## config.mk

```make
export PLATFORM = sky130hd
export DESIGN_NAME = uart_flow_ctrl
export DESIGN_NICKNAME = d
export VERILOG_FILES = /design/src/rtl/flow_pkg.sv /design/src/rtl/fc_hyst.sv /design/src/rtl/fc_char_match.sv /design/src/rtl/fc_send_seq.sv /design/src/rtl/uart_flow_ctrl.sv
export SDC_FILE = /design/constraint.sdc
export NUM_CORES = 1
export LEC_CHECK = 0
export CORE_MARGIN = 5
export CORE_UTILIZATION = 35
export DETAILED_ROUTE_END_ITERATION = 8
export PLACE_DENSITY = 0.66
export SKIP_CTS_REPAIR_TIMING = 1
export SLEW_MARGIN = 20
export SYNTH_ARGS = -nofsm -noshare
export SYNTH_HDL_FRONTEND = slang
export SYNTH_SLANG_ARGS = --single-unit
export TNS_END_PERCENT = 30
```

## constraint.sdc

```tcl
create_clock -name clk -period 2.1 [get_ports clk]
set_clock_uncertainty 0.15 [all_clocks]
set_input_delay 0.21 -clock clk [delete_from_list [all_inputs] [get_ports clk]]
set_output_delay 0.21 -clock clk [all_outputs]
set_load 0.05 [all_outputs]
```

## src/rtl/flow_pkg.sv

```systemverilog
// Shared constants and types for the UART flow controller.
// Assumes 8-bit characters; FIFO depth is a parameter of the top.
package flow_pkg;
    localparam int FIFO_WORDS_DFLT = 128;
    localparam int STEP_WORDS      = 8;
    localparam int CHAR_W_DFLT     = 8;

    // Flag bit positions, decoded by the interrupt logic downstream.
    localparam int FLG_XON1  = 0;
    localparam int FLG_XON2  = 1;
    localparam int FLG_XOFF1 = 2;
    localparam int FLG_XOFF2 = 3;
    localparam int FLG_W     = 4;

    // Character-set selection encoding, shared by receive and transmit.
    typedef enum logic [1:0] {
        SEL_NONE  = 2'b00,
        SEL_PAIR2 = 2'b01,
        SEL_PAIR1 = 2'b10,
        SEL_ALL   = 2'b11
    } sel_e;
endpackage

```

## src/rtl/fc_hyst.sv

```systemverilog
// Threshold tracker with hysteresis on the receive FIFO level.
// Sets 'halted' when the level reaches halt_w and clears it when the
// level falls to resume_w or below. It gives one-cycle pulses on each
// change. When disabled it clears without a pulse.
module fc_hyst #(
    parameter int LVL_W = 8
) (
    input  logic             clk,
    input  logic             rst_n,
    input  logic             en,
    input  logic [LVL_W-1:0] level,
    input  logic [LVL_W-1:0] halt_w,
    input  logic [LVL_W-1:0] resume_w,
    output logic             halted,
    output logic             enter_p,
    output logic             leave_p
);
    // Track the halted state and emit the transition pulses.
    always_ff @(posedge clk) begin
        if (!rst_n) begin
            halted  <= 1'b0;
            enter_p <= 1'b0;
            leave_p <= 1'b0;
        end else begin
            enter_p <= 1'b0;
            leave_p <= 1'b0;
            if (!en) begin
                halted <= 1'b0;
            end else if (!halted && level >= halt_w) begin
                halted  <= 1'b1;
                enter_p <= 1'b1;
            end else if (halted && level <= resume_w) begin
                halted  <= 1'b0;
                leave_p <= 1'b1;
            end
        end
    end

    a_r2_halt_entry: assert property (@(posedge clk) disable iff (!rst_n)
        (en && !halted && level >= halt_w) |=> halted);
    a_r3_hold_above_resume: assert property (@(posedge clk) disable iff (!rst_n)
        (en && halted && level > resume_w) |=> halted);
endmodule

```

## src/rtl/fc_char_match.sv

```systemverilog
// Receive-side special-character matcher.
// In the single-set modes one character pauses or resumes the local
// transmitter. In the all-characters mode a two-character pair is
// needed. A matched character is withheld from the receive FIFO.
// The outputs are registered, one cycle after the strobe.
module fc_char_match
    import flow_pkg::*;
#(
    parameter int CHAR_W = 8
) (
    input  logic              clk,
    input  logic              rst_n,
    input  logic              sw_en,
    input  logic [1:0]        sel_i,
    input  logic [CHAR_W-1:0] xon1,
    input  logic [CHAR_W-1:0] xon2,
    input  logic [CHAR_W-1:0] xoff1,
    input  logic [CHAR_W-1:0] xoff2,
    input  logic              rx_valid,
    input  logic [CHAR_W-1:0] rx_char,
    output logic              paused_o,
    output logic [FLG_W-1:0]  flags_o,
    output logic              wr_o,
    output logic [CHAR_W-1:0] wr_data_o
);
    logic             active, pair_mode;
    logic             hit_on, hit_off, nxt_pon, nxt_poff;
    logic             pend_on, pend_off;
    logic [FLG_W-1:0] flg;

    assign active    = sw_en && (sel_i != SEL_NONE);
    assign pair_mode = active && (sel_i == SEL_ALL);

    // Decode the received character against the selected set.
    always_comb begin
        hit_on   = 1'b0;
        hit_off  = 1'b0;
        nxt_pon  = 1'b0;
        nxt_poff = 1'b0;
        flg      = '0;
        if (active) begin
            case (sel_i)
                SEL_PAIR2: begin
                    if (rx_char == xoff2) begin
                        hit_off = 1'b1; flg[FLG_XOFF2] = 1'b1;
                    end else if (rx_char == xon2) begin
                        hit_on = 1'b1; flg[FLG_XON2] = 1'b1;
                    end
                end
                SEL_PAIR1: begin
                    if (rx_char == xoff1) begin
                        hit_off = 1'b1; flg[FLG_XOFF1] = 1'b1;
                    end else if (rx_char == xon1) begin
                        hit_on = 1'b1; flg[FLG_XON1] = 1'b1;
                    end
                end
                SEL_ALL: begin
                    if (pend_off && rx_char == xoff2) begin
                        hit_off = 1'b1;
                        flg[FLG_XOFF1] = 1'b1; flg[FLG_XOFF2] = 1'b1;
                    end else if (pend_on && rx_char == xon2) begin
                        hit_on = 1'b1;
                        flg[FLG_XON1] = 1'b1; flg[FLG_XON2] = 1'b1;
                    end else begin
                        nxt_poff = (rx_char == xoff1);
                        nxt_pon  = (rx_char == xon1);
                    end
                end
                default: ;
            endcase
        end
    end

    // Register the pause state, pending pair halves and FIFO write.
    always_ff @(posedge clk) begin
        if (!rst_n) begin
            paused_o  <= 1'b0;
            flags_o   <= '0;
            wr_o      <= 1'b0;
            wr_data_o <= '0;
            pend_on   <= 1'b0;
            pend_off  <= 1'b0;
        end else begin
            wr_o    <= 1'b0;
            flags_o <= '0;
            if (!pair_mode) begin
                pend_on  <= 1'b0;
                pend_off <= 1'b0;
            end else if (rx_valid) begin
                pend_on  <= nxt_pon;
                pend_off <= nxt_poff;
            end
            if (rx_valid) begin
                wr_o      <= !(hit_on || hit_off);
                wr_data_o <= rx_char;
                flags_o   <= flg;
            end
            if (!active)
                paused_o <= 1'b0;
            else if (rx_valid && hit_off)
                paused_o <= 1'b1;
            else if (rx_valid && hit_on)
                paused_o <= 1'b0;
        end
    end

    a_r6_match_not_stored: assert property (@(posedge clk) disable iff (!rst_n)
        (flags_o != '0) |-> !wr_o);
    a_r7_lone_char_no_flag: assert property (@(posedge clk) disable iff (!rst_n)
        (pair_mode && rx_valid && !pend_on && !pend_off) |=> (flags_o == '0));
    a_r8_inactive_passes: assert property (@(posedge clk) disable iff (!rst_n)
        (rx_valid && !active) |=> (wr_o && flags_o == '0 && !paused_o));
endmodule

```

## src/rtl/fc_send_seq.sv

```systemverilog
// Queue of flow-control characters to send to the peer.
// A pause or resume event loads one or two characters, chosen by the
// transmit selection, and replaces whatever was still queued. The head
// character is held on send_char until the transmitter acknowledges it.
module fc_send_seq
    import flow_pkg::*;
#(
    parameter int CHAR_W = 8
) (
    input  logic              clk,
    input  logic              rst_n,
    input  logic [1:0]        sel_i,
    input  logic [CHAR_W-1:0] xon1,
    input  logic [CHAR_W-1:0] xon2,
    input  logic [CHAR_W-1:0] xoff1,
    input  logic [CHAR_W-1:0] xoff2,
    input  logic              ev_off,
    input  logic              ev_on,
    input  logic              send_ack,
    output logic              send_req,
    output logic [CHAR_W-1:0] send_char
);
    logic [1:0]        cnt;
    logic [CHAR_W-1:0] head, tail;
    logic [CHAR_W-1:0] c_first, c_second;

    // Choose the character pair for the current event.
    always_comb begin
        c_first  = ev_off ? xoff1 : xon1;
        c_second = ev_off ? xoff2 : xon2;
    end

    // Load on an event, otherwise advance on acknowledge.
    always_ff @(posedge clk) begin
        if (!rst_n) begin
            cnt  <= '0;
            head <= '0;
            tail <= '0;
        end else if (ev_off || ev_on) begin
            case (sel_i)
                SEL_PAIR2: begin cnt <= 2'd1; head <= c_second; end
                SEL_PAIR1: begin cnt <= 2'd1; head <= c_first;  end
                SEL_ALL:   begin cnt <= 2'd2; head <= c_first; tail <= c_second; end
                default:   cnt <= 2'd0;
            endcase
        end else if (send_ack && cnt != 2'd0) begin
            cnt  <= cnt - 2'd1;
            head <= tail;
        end
    end

    assign send_req  = (cnt != 2'd0);
    assign send_char = head;

    a_r12_hold_until_ack: assert property (@(posedge clk) disable iff (!rst_n)
        (send_req && !send_ack && !ev_off && !ev_on) |=> (send_req && $stable(send_char)));
    a_r10_pair_order: assert property (@(posedge clk) disable iff (!rst_n)
        (ev_off && sel_i == SEL_ALL) |=> (send_req && send_char == $past(xoff1)));
endmodule

```

## src/rtl/uart_flow_ctrl.sv

```systemverilog
// UART automatic flow controller (top).
// Combines request-to-send hysteresis, clear-to-send gating, receive
// character matching and the queue of characters to send. Assumes the
// FIFO level is a plain count from 0 to FIFO_WORDS and that the
// transmitter only consults tx_allow before starting a character.
module uart_flow_ctrl
    import flow_pkg::*;
#(
    parameter int FIFO_WORDS = FIFO_WORDS_DFLT,
    parameter int CHAR_W     = CHAR_W_DFLT,
    localparam int LVL_W     = $clog2(FIFO_WORDS + 1),
    localparam int STEP_SH   = $clog2(STEP_WORDS)
) (
    input  logic              clk,
    input  logic              rst_n,
    input  logic [LVL_W-1:0]  rx_level,
    input  logic [7:0]        flow_lvl,
    input  logic              cfg_auto_rts,
    input  logic              cfg_auto_cts,
    input  logic              cfg_sw_en,
    input  logic [1:0]        cfg_rx_sel,
    input  logic [1:0]        cfg_tx_sel,
    input  logic [CHAR_W-1:0] xon1_chr,
    input  logic [CHAR_W-1:0] xon2_chr,
    input  logic [CHAR_W-1:0] xoff1_chr,
    input  logic [CHAR_W-1:0] xoff2_chr,
    input  logic              rx_valid,
    input  logic [CHAR_W-1:0] rx_char,
    input  logic              cts_i,
    input  logic              send_ack,
    output logic              rts_o,
    output logic              tx_allow,
    output logic              send_req,
    output logic [CHAR_W-1:0] send_char,
    output logic [FLG_W-1:0]  spc_flags,
    output logic              rx_wr,
    output logic [CHAR_W-1:0] rx_wr_data
);
    logic [LVL_W-1:0] halt_w, resume_w;
    logic             rts_halted, rts_enter, rts_leave;
    logic             sw_halted, sw_enter, sw_leave, sw_tx_en;
    logic             cts_ok_q, sw_paused;

    // A zero halt field stands for a completely full FIFO.
    assign halt_w   = (flow_lvl[3:0] == 4'd0) ? LVL_W'(FIFO_WORDS)
                                              : (LVL_W'(flow_lvl[3:0]) << STEP_SH);
    assign resume_w = LVL_W'(flow_lvl[7:4]) << STEP_SH;
    assign sw_tx_en = cfg_sw_en && (cfg_tx_sel != SEL_NONE);

    fc_hyst #(.LVL_W(LVL_W)) u_rts_hyst (
        .clk(clk), .rst_n(rst_n), .en(cfg_auto_rts), .level(rx_level),
        .halt_w(halt_w), .resume_w(resume_w),
        .halted(rts_halted), .enter_p(rts_enter), .leave_p(rts_leave)
    );

    fc_hyst #(.LVL_W(LVL_W)) u_sw_hyst (
        .clk(clk), .rst_n(rst_n), .en(sw_tx_en), .level(rx_level),
        .halt_w(halt_w), .resume_w(resume_w),
        .halted(sw_halted), .enter_p(sw_enter), .leave_p(sw_leave)
    );

    fc_char_match #(.CHAR_W(CHAR_W)) u_match (
        .clk(clk), .rst_n(rst_n), .sw_en(cfg_sw_en), .sel_i(cfg_rx_sel),
        .xon1(xon1_chr), .xon2(xon2_chr), .xoff1(xoff1_chr), .xoff2(xoff2_chr),
        .rx_valid(rx_valid), .rx_char(rx_char),
        .paused_o(sw_paused), .flags_o(spc_flags),
        .wr_o(rx_wr), .wr_data_o(rx_wr_data)
    );

    fc_send_seq #(.CHAR_W(CHAR_W)) u_send (
        .clk(clk), .rst_n(rst_n), .sel_i(cfg_tx_sel),
        .xon1(xon1_chr), .xon2(xon2_chr), .xoff1(xoff1_chr), .xoff2(xoff2_chr),
        .ev_off(sw_enter), .ev_on(sw_leave), .send_ack(send_ack),
        .send_req(send_req), .send_char(send_char)
    );

    // Register the clear-to-send gate so the pin is sampled once per cycle.
    always_ff @(posedge clk) begin
        if (!rst_n) cts_ok_q <= 1'b1;
        else        cts_ok_q <= !cfg_auto_cts || cts_i;
    end

    assign rts_o    = !rts_halted;
    assign tx_allow = cts_ok_q && !sw_paused;

    a_r1_reset_state: assert property (@(posedge clk)
        !rst_n |=> (rts_o && tx_allow && !send_req && spc_flags == '0 && !rx_wr));
    a_r2_rts_drop: assert property (@(posedge clk) disable iff (!rst_n)
        (cfg_auto_rts && rts_o && rx_level >= halt_w) |=> !rts_o);
    a_r3_leave_restores: assert property (@(posedge clk) disable iff (!rst_n)
        (rts_leave || rts_enter) |-> (rts_o == rts_leave));
    a_r4_manual_rts: assert property (@(posedge clk) disable iff (!rst_n)
        !cfg_auto_rts |=> rts_o);
    a_r5_cts_gate: assert property (@(posedge clk) disable iff (!rst_n)
        (cfg_auto_cts && !cts_i) |=> !tx_allow);
    a_r9_sw_pause_gate: assert property (@(posedge clk) disable iff (!rst_n)
        sw_paused |-> !tx_allow);
    a_r11_sw_state: assert property (@(posedge clk) disable iff (!rst_n)
        sw_leave |-> !sw_halted);
endmodule

```

# After elaboration in Yosys (flattened, before gate mapping)
# Cells that the tools add are included.
[classes]
muxes = 45
n_reduce_logical = 40
n_lt_le_gt_ge = 2
eq_ne = 11
bitwise_logic = 2
add_sub_neg = 1
[ops]
columns = ["op", "n"]
rows = [
  ["$mux 8", 5],
  ["$eq 8x8->1", 4],
  ["$mux 1", 27],
  ["$pmux 8 s2", 1],
  ["$reduce_and 2->1", 7],
  ["$reduce_bool 2->1", 7],
  ["$logic_and 1x1->1", 13],
  ["$mux 2", 5],
  ["$eq 2x2->1 const B", 4],
  ["$ge 8x8->1", 1],
  ["$le 8x7->1", 1],
  ["$pmux 1 s2", 4],
  ["$pmux 1 s3", 2],
  ["$logic_not 1->1", 5],
  ["$eq 2x1->1 const B", 2],
  ["$logic_not 4->1", 1],
  ["$pmux 2 s2", 1],
  ["$reduce_or 2->1", 2],
  ["$logic_or 1x1->1", 3],
  ["$ne 3x3->1 const B", 1],
  ["$reduce_and 3->1", 1],
  ["$reduce_or 3->1", 1],
  ["$not 1->1", 2],
  ["$sub 2x1->2 const B", 1],
]
[totals]
elab_cells = 115
out_inout_bits = 24
ff_bits = 39
input_bits = 68

# Depth between registers and ports, before layout
[depth]
ltp_word = 9
depth_mapped = 10
mapped_depth_nobuf = 8

# Cells and area by module
# Synthesis repeated with hierarchy kept, for this count alone.
[unflattened]
cells_unflattened = 368
area_unflattened_um2 = 3224.3
[modules_own_cells]
columns = ["mod", "cells_per_inst", "instances", "area_per_inst_um2"]
rows = [
  ["fc_char_match", 124, 1, 1086.0],
  ["fc_send_seq", 113, 1, 1068.5],
  ["fc_hyst", 60, 2, 496.7],
  ["uart_flow_ctrl", 11, 1, 76.3],
]

# Least setup slack after synthesis
# Ideal clock, no wire load.
[synth_timing]
path_type = "input-to-reg"
start = "in flow_lvl[1]"
end = "reg u_sw_hyst.enter_p"
t_arrival_ps = 1506
path_slack_ps = 348
path_stages = 5
path_buffers = 0
cell_sequence = "or4_1 -> ha_1 -> o211ai_1 -> o21ai_0 -> nor4b_1"
[synth_via]
elab_chain_len = 5
[synth_rtl]
columns = ["element", "line", "text"]
rows = [
  ["start: declaration", "uart_flow_ctrl.sv:17", "input logic [7:0] flow_lvl,"],
  ["$logic_not 4->1", "uart_flow_ctrl.sv:45", "assign halt_w = (flow_lvl[3:0] == 4'd0) ? LVL_W'(FIFO_WORDS)"],
  ["$mux 8 *", "uart_flow_ctrl.sv:45", ""],
  ["$ge 8x8->1 *", "fc_hyst.sv:29", "end else if (!halted && level >= halt_w) begin"],
  ["$logic_and 1x1->1 *", "fc_hyst.sv:29", ""],
  ["$mux 1 *", "fc_hyst.sv:29", ""],
  ["end signal: assignment", "fc_hyst.sv:22", "enter_p <= 1'b0;"],
  ["end signal: assignment", "fc_hyst.sv:25", "enter_p <= 1'b0;"],
  ["end signal: assignment", "fc_hyst.sv:31", "enter_p <= 1'b1;"],
  ["end: declaration", "fc_hyst.sv:15", "output logic enter_p,"],
]
# Every way passes the cells marked *; elsewhere a longest branch is shown, timed or not.
# A chain may end at the register's enable or synchronous reset.

# Worst setup path in the final report
# Ends and elaborated chain as after synthesis.

==> impl_metrics.env <==
export IMPL_synthesis_nets=394
export IMPL_grt_start_max_net_pins=31
export IMPL_fmax_mhz=511
export IMPL_power_per_cell_area_nw_per_um2=518
export IMPL_cp_arrival_ns=2.00
export IMPL_detail_route_wl_per_cell_um=14.7
export IMPL_detailedRoute_firstIterationViolations=47
export IMPL_drc=0
export IMPL_die_height_um=96.5
export IMPL_ios=92
export IMPL_seq_area_frac_synth_pct=29.8
export IMPL_post_dp_hpwl_um=6210
export IMPL_drtPass1Iterations=4
export IMPL_fp_coreArea_um2=7250
export IMPL_cts_buffers_inserted=5
export IMPL_numClockSinks=39
export IMPL_gp_congestion=0.823
export IMPL_grt_antenna_before_repair=0
export IMPL_drv_slew=0
export IMPL_groute_layer_met1_usage_pct=19.7
export IMPL_gr_usage_met3_pct=4.03
export IMPL_grt_busiest_layer="met2"
export IMPL_run_status="finished clean"
export IMPL_placement_io_buffers=91
export IMPL_yosys_top_cells_count="sky130_fd_sc_hd__nand2_1, sky130_fd_sc_hd__dfxtp_1, sky130_fd_sc_hd__xnor2_1, sky130_fd_sc_hd__a21oi_1, sky130_fd_sc_hd__mux2i_1"
export IMPL_synth_area_um2=2620
export IMPL_worst_r2r_cell_count=6
export IMPL_endpoint_kind="register"
export IMPL_diodes=0
export IMPL_antenna_left=0
export IMPL_nets=493
export IMPL_route_final_wire_length_um=7520
export IMPL_fin_setup_tns_ns=0
export IMPL_hold_path_cell_count=2
export IMPL_ys_types=43
export IMPL_hp_start="cfg_auto_cts"
export IMPL_post_synth_main_area_contributors="sky130_fd_sc_hd__dfxtp_1, sky130_fd_sc_hd__xnor2_1, sky130_fd_sc_hd__ha_1"
export IMPL_max_slew_worst_pin_slew_ns=0.517
export IMPL_clock_period_minus_final_worst_setup_slack_ns=1.96
export IMPL_drive_above_1_share_pct=9.22
export IMPL_grt_overflow=0
export IMPL_place_area_um2=3700
export IMPL_final_fill_count=716
export IMPL_vdd_ir_drop_worst_v=0.000313
export IMPL_hold_class="in2reg"
export IMPL_synth_edf_count=0
export IMPL_drt_vias_per_instance=4.89
export IMPL_grt_pass1_wl_um=12100
export IMPL_post_place_cells=503
export IMPL_fp_dieW_um=96.5
export IMPL_crit_type="in2reg"
export IMPL_yosysMostFrequentCell="sky130_fd_sc_hd__nand2_1"
export IMPL_rrSetupSlack_ns=0.50
export IMPL_finalHoldViolations=0
export IMPL_cts_htree_levels=2
export IMPL_postSynthCellCount=312
export IMPL_yosys_register_bits=39
export IMPL_grt_setup_unrepaired="no"
export IMPL_setup_ws_ns=0.142
export IMPL_max_clock_path_buffers=2
export IMPL_ys_flop_type="sky130_fd_sc_hd__dfxtp_1"
export IMPL_cts_root_buffer_cell="sky130_fd_sc_hd__clkbuf_8"
export IMPL_maxCapViolations=0
export IMPL_final_instance_count_excl_fill=511
export IMPL_pre_cts_ws_ns=-0.282
export IMPL_proportion_of_netlist_area_held_by_the_largest_area_contributor_pct=29.8
export IMPL_core_rowCount=31
export IMPL_timing_rr_end="u_send.send_char[0]$_SDFFE_PN0P_"
export IMPL_finalCritPeriodShare_pct=93.3
export IMPL_post_route_cell_area_um2=3800
export IMPL_per_instance_average_area_after_synthesis_um2=8.39
export IMPL_yosys_area_top_type="sky130_fd_sc_hd__dfxtp_1"
export IMPL_whs_endpoint="cts_ok_q$_SDFF_PN1_"
export IMPL_die_area_um2=9310
export IMPL_ys_warnings_count=0
export IMPL_initial_utilization_pct=36.1
export IMPL_grt_met2_usage_pct=29.5
export IMPL_startpoint_kind_of_the_worst_setup_timing_path="primary input"
export IMPL_clkLatencyLatePin_ns=0.30
export IMPL_worst_slew_margin_rel_pct=65.4
export IMPL_cts_tree="built"
export IMPL_clk_pin_slew_ns=0.07
export IMPL_async_flop_share_pct=0
export IMPL_grt_pass1_vias=2663
export IMPL_route_vias_total=2501
export IMPL_syn_to_final_growth_pct=45.2
export IMPL_grtUsageTotal_pct=16.6
export IMPL_setup_viol=0
export IMPL_critical_path_max_fanout=3
export IMPL_worstReg2RegStart="u_send.cnt[0]$_SDFFE_PN0P_"
export IMPL_critPathRequiredTime_ns=2.14
export IMPL_power_leakage_uw=0.00153
[worst max-delay path by stage]
| stage | endpoint | from |
|---|---|---|
| after floorplan | u_sw_hyst.enter_p$_SDFF_PN0_ | flow_lvl[1] |
| after global placement | u_sw_hyst.enter_p$_SDFF_PN0_ | flow_lvl[1] |
| after global routing | u_sw_hyst.enter_p$_SDFF_PN0_ | flow_lvl[1] |
| final | u_sw_hyst.enter_p$_SDFF_PN0_ | flow_lvl[1] |
| after detailed placement | u_sw_hyst.enter_p$_SDFF_PN0_ | flow_lvl[1] |
| after CTS | u_sw_hyst.enter_p$_SDFF_PN0_ | flow_lvl[1] |
[cells by family (layout without fill, tap and decap cells)]
group,count (synthesis),count (layout),synth area share (%)
DFF,39,39,29.8
adders and majority gates,14,14,6.69
AOI/OAI and AO/OA,66,66,17.6
buffers and inverters,38,138,7.12
xor gates and xnor gates,33,33,11.3
and+or+nand+nor,105,105,20.9
muxes,17,17,6.50
[routing by layer]
metal	wire length, um	share of wire (%)
met4	108	1.4
met1	3350	45
met5	0	0
met2	3580	48
met3	482	6.4
[power breakdown]
group | total (uW) | internal [uW] | switching (uW)
logic | 625 | 307 | 318
registers | 783 | 768 | 14.9
clock network | 561 | 300 | 261
total | 1970 | 1370 | 594
[worst max-delay path, cell delays in order]
cell	delay, ns
sky130_fd_sc_hd__clkdlybuf4s50_1	0.42
sky130_fd_sc_hd__or4_1	0.53
sky130_fd_sc_hd__ha_1	0.31
sky130_fd_sc_hd__o211ai_1	0.08
sky130_fd_sc_hd__o21ai_1	0.20
sky130_fd_sc_hd__nor4b_1	0.26
[layout make-up]
type	count	area, um2	area share [%]
clock buffers	8	100	2.63
inverters	15	56.3	1.48
multi-input cells	235	1650	43.4
flip-flops and latches	39	781	20.5
well taps	99	124	3.26
repair buffers	115	1090	28.6
[layout by cell type, fill, tap and decap left out, types with 3 or more instances in the layout]
master                            instances
sky130_fd_sc_hd__o21ai_0                 10
sky130_fd_sc_hd__nand4_1                  9
sky130_fd_sc_hd__a21o_1                   4
sky130_fd_sc_hd__ha_1                    14
sky130_fd_sc_hd__a21boi_0                 5
sky130_fd_sc_hd__inv_1                   15
sky130_fd_sc_hd__o221ai_1                 7
sky130_fd_sc_hd__a21oi_1                 18
sky130_fd_sc_hd__a21boi_1                 3
sky130_fd_sc_hd__nor2_1                  13
sky130_fd_sc_hd__xnor2_1                 25
sky130_fd_sc_hd__clkbuf_8                 7
sky130_fd_sc_hd__mux2i_1                 17
sky130_fd_sc_hd__xor2_1                   7
sky130_fd_sc_hd__nand2_1                 44
sky130_fd_sc_hd__dfxtp_1                 39
sky130_fd_sc_hd__nor3_1                   4
sky130_fd_sc_hd__clkdlybuf4s50_1         90
sky130_fd_sc_hd__buf_4                   25
sky130_fd_sc_hd__nor2b_1                 12
sky130_fd_sc_hd__o211a_1                  9
sky130_fd_sc_hd__nand3_1                  7
[metrics by stage]
step / hold slack (ns) / total power (uW) / utilization, %
after floorplan: 0.143 / 1150 / -
after global placement: 0.284 / 1420 / 51.0
after detailed placement: 0.294 / 1430 / 51.0
after CTS: 0.268 / 1990 / 52.4
after global routing: 0.279 / 2070 / 52.4
final: 0.269 / 1970 / 52.4
[state kept, by name, summed over array words and instances, names as in the netlist, 2 cells and up]
register           count
u_match.wr_data_o      8
u_match.flags_o        4
u_send.cnt             2
u_send.send_char       8
u_send.tail            8
Note: power is estimated with default switching activity, not from simulation.
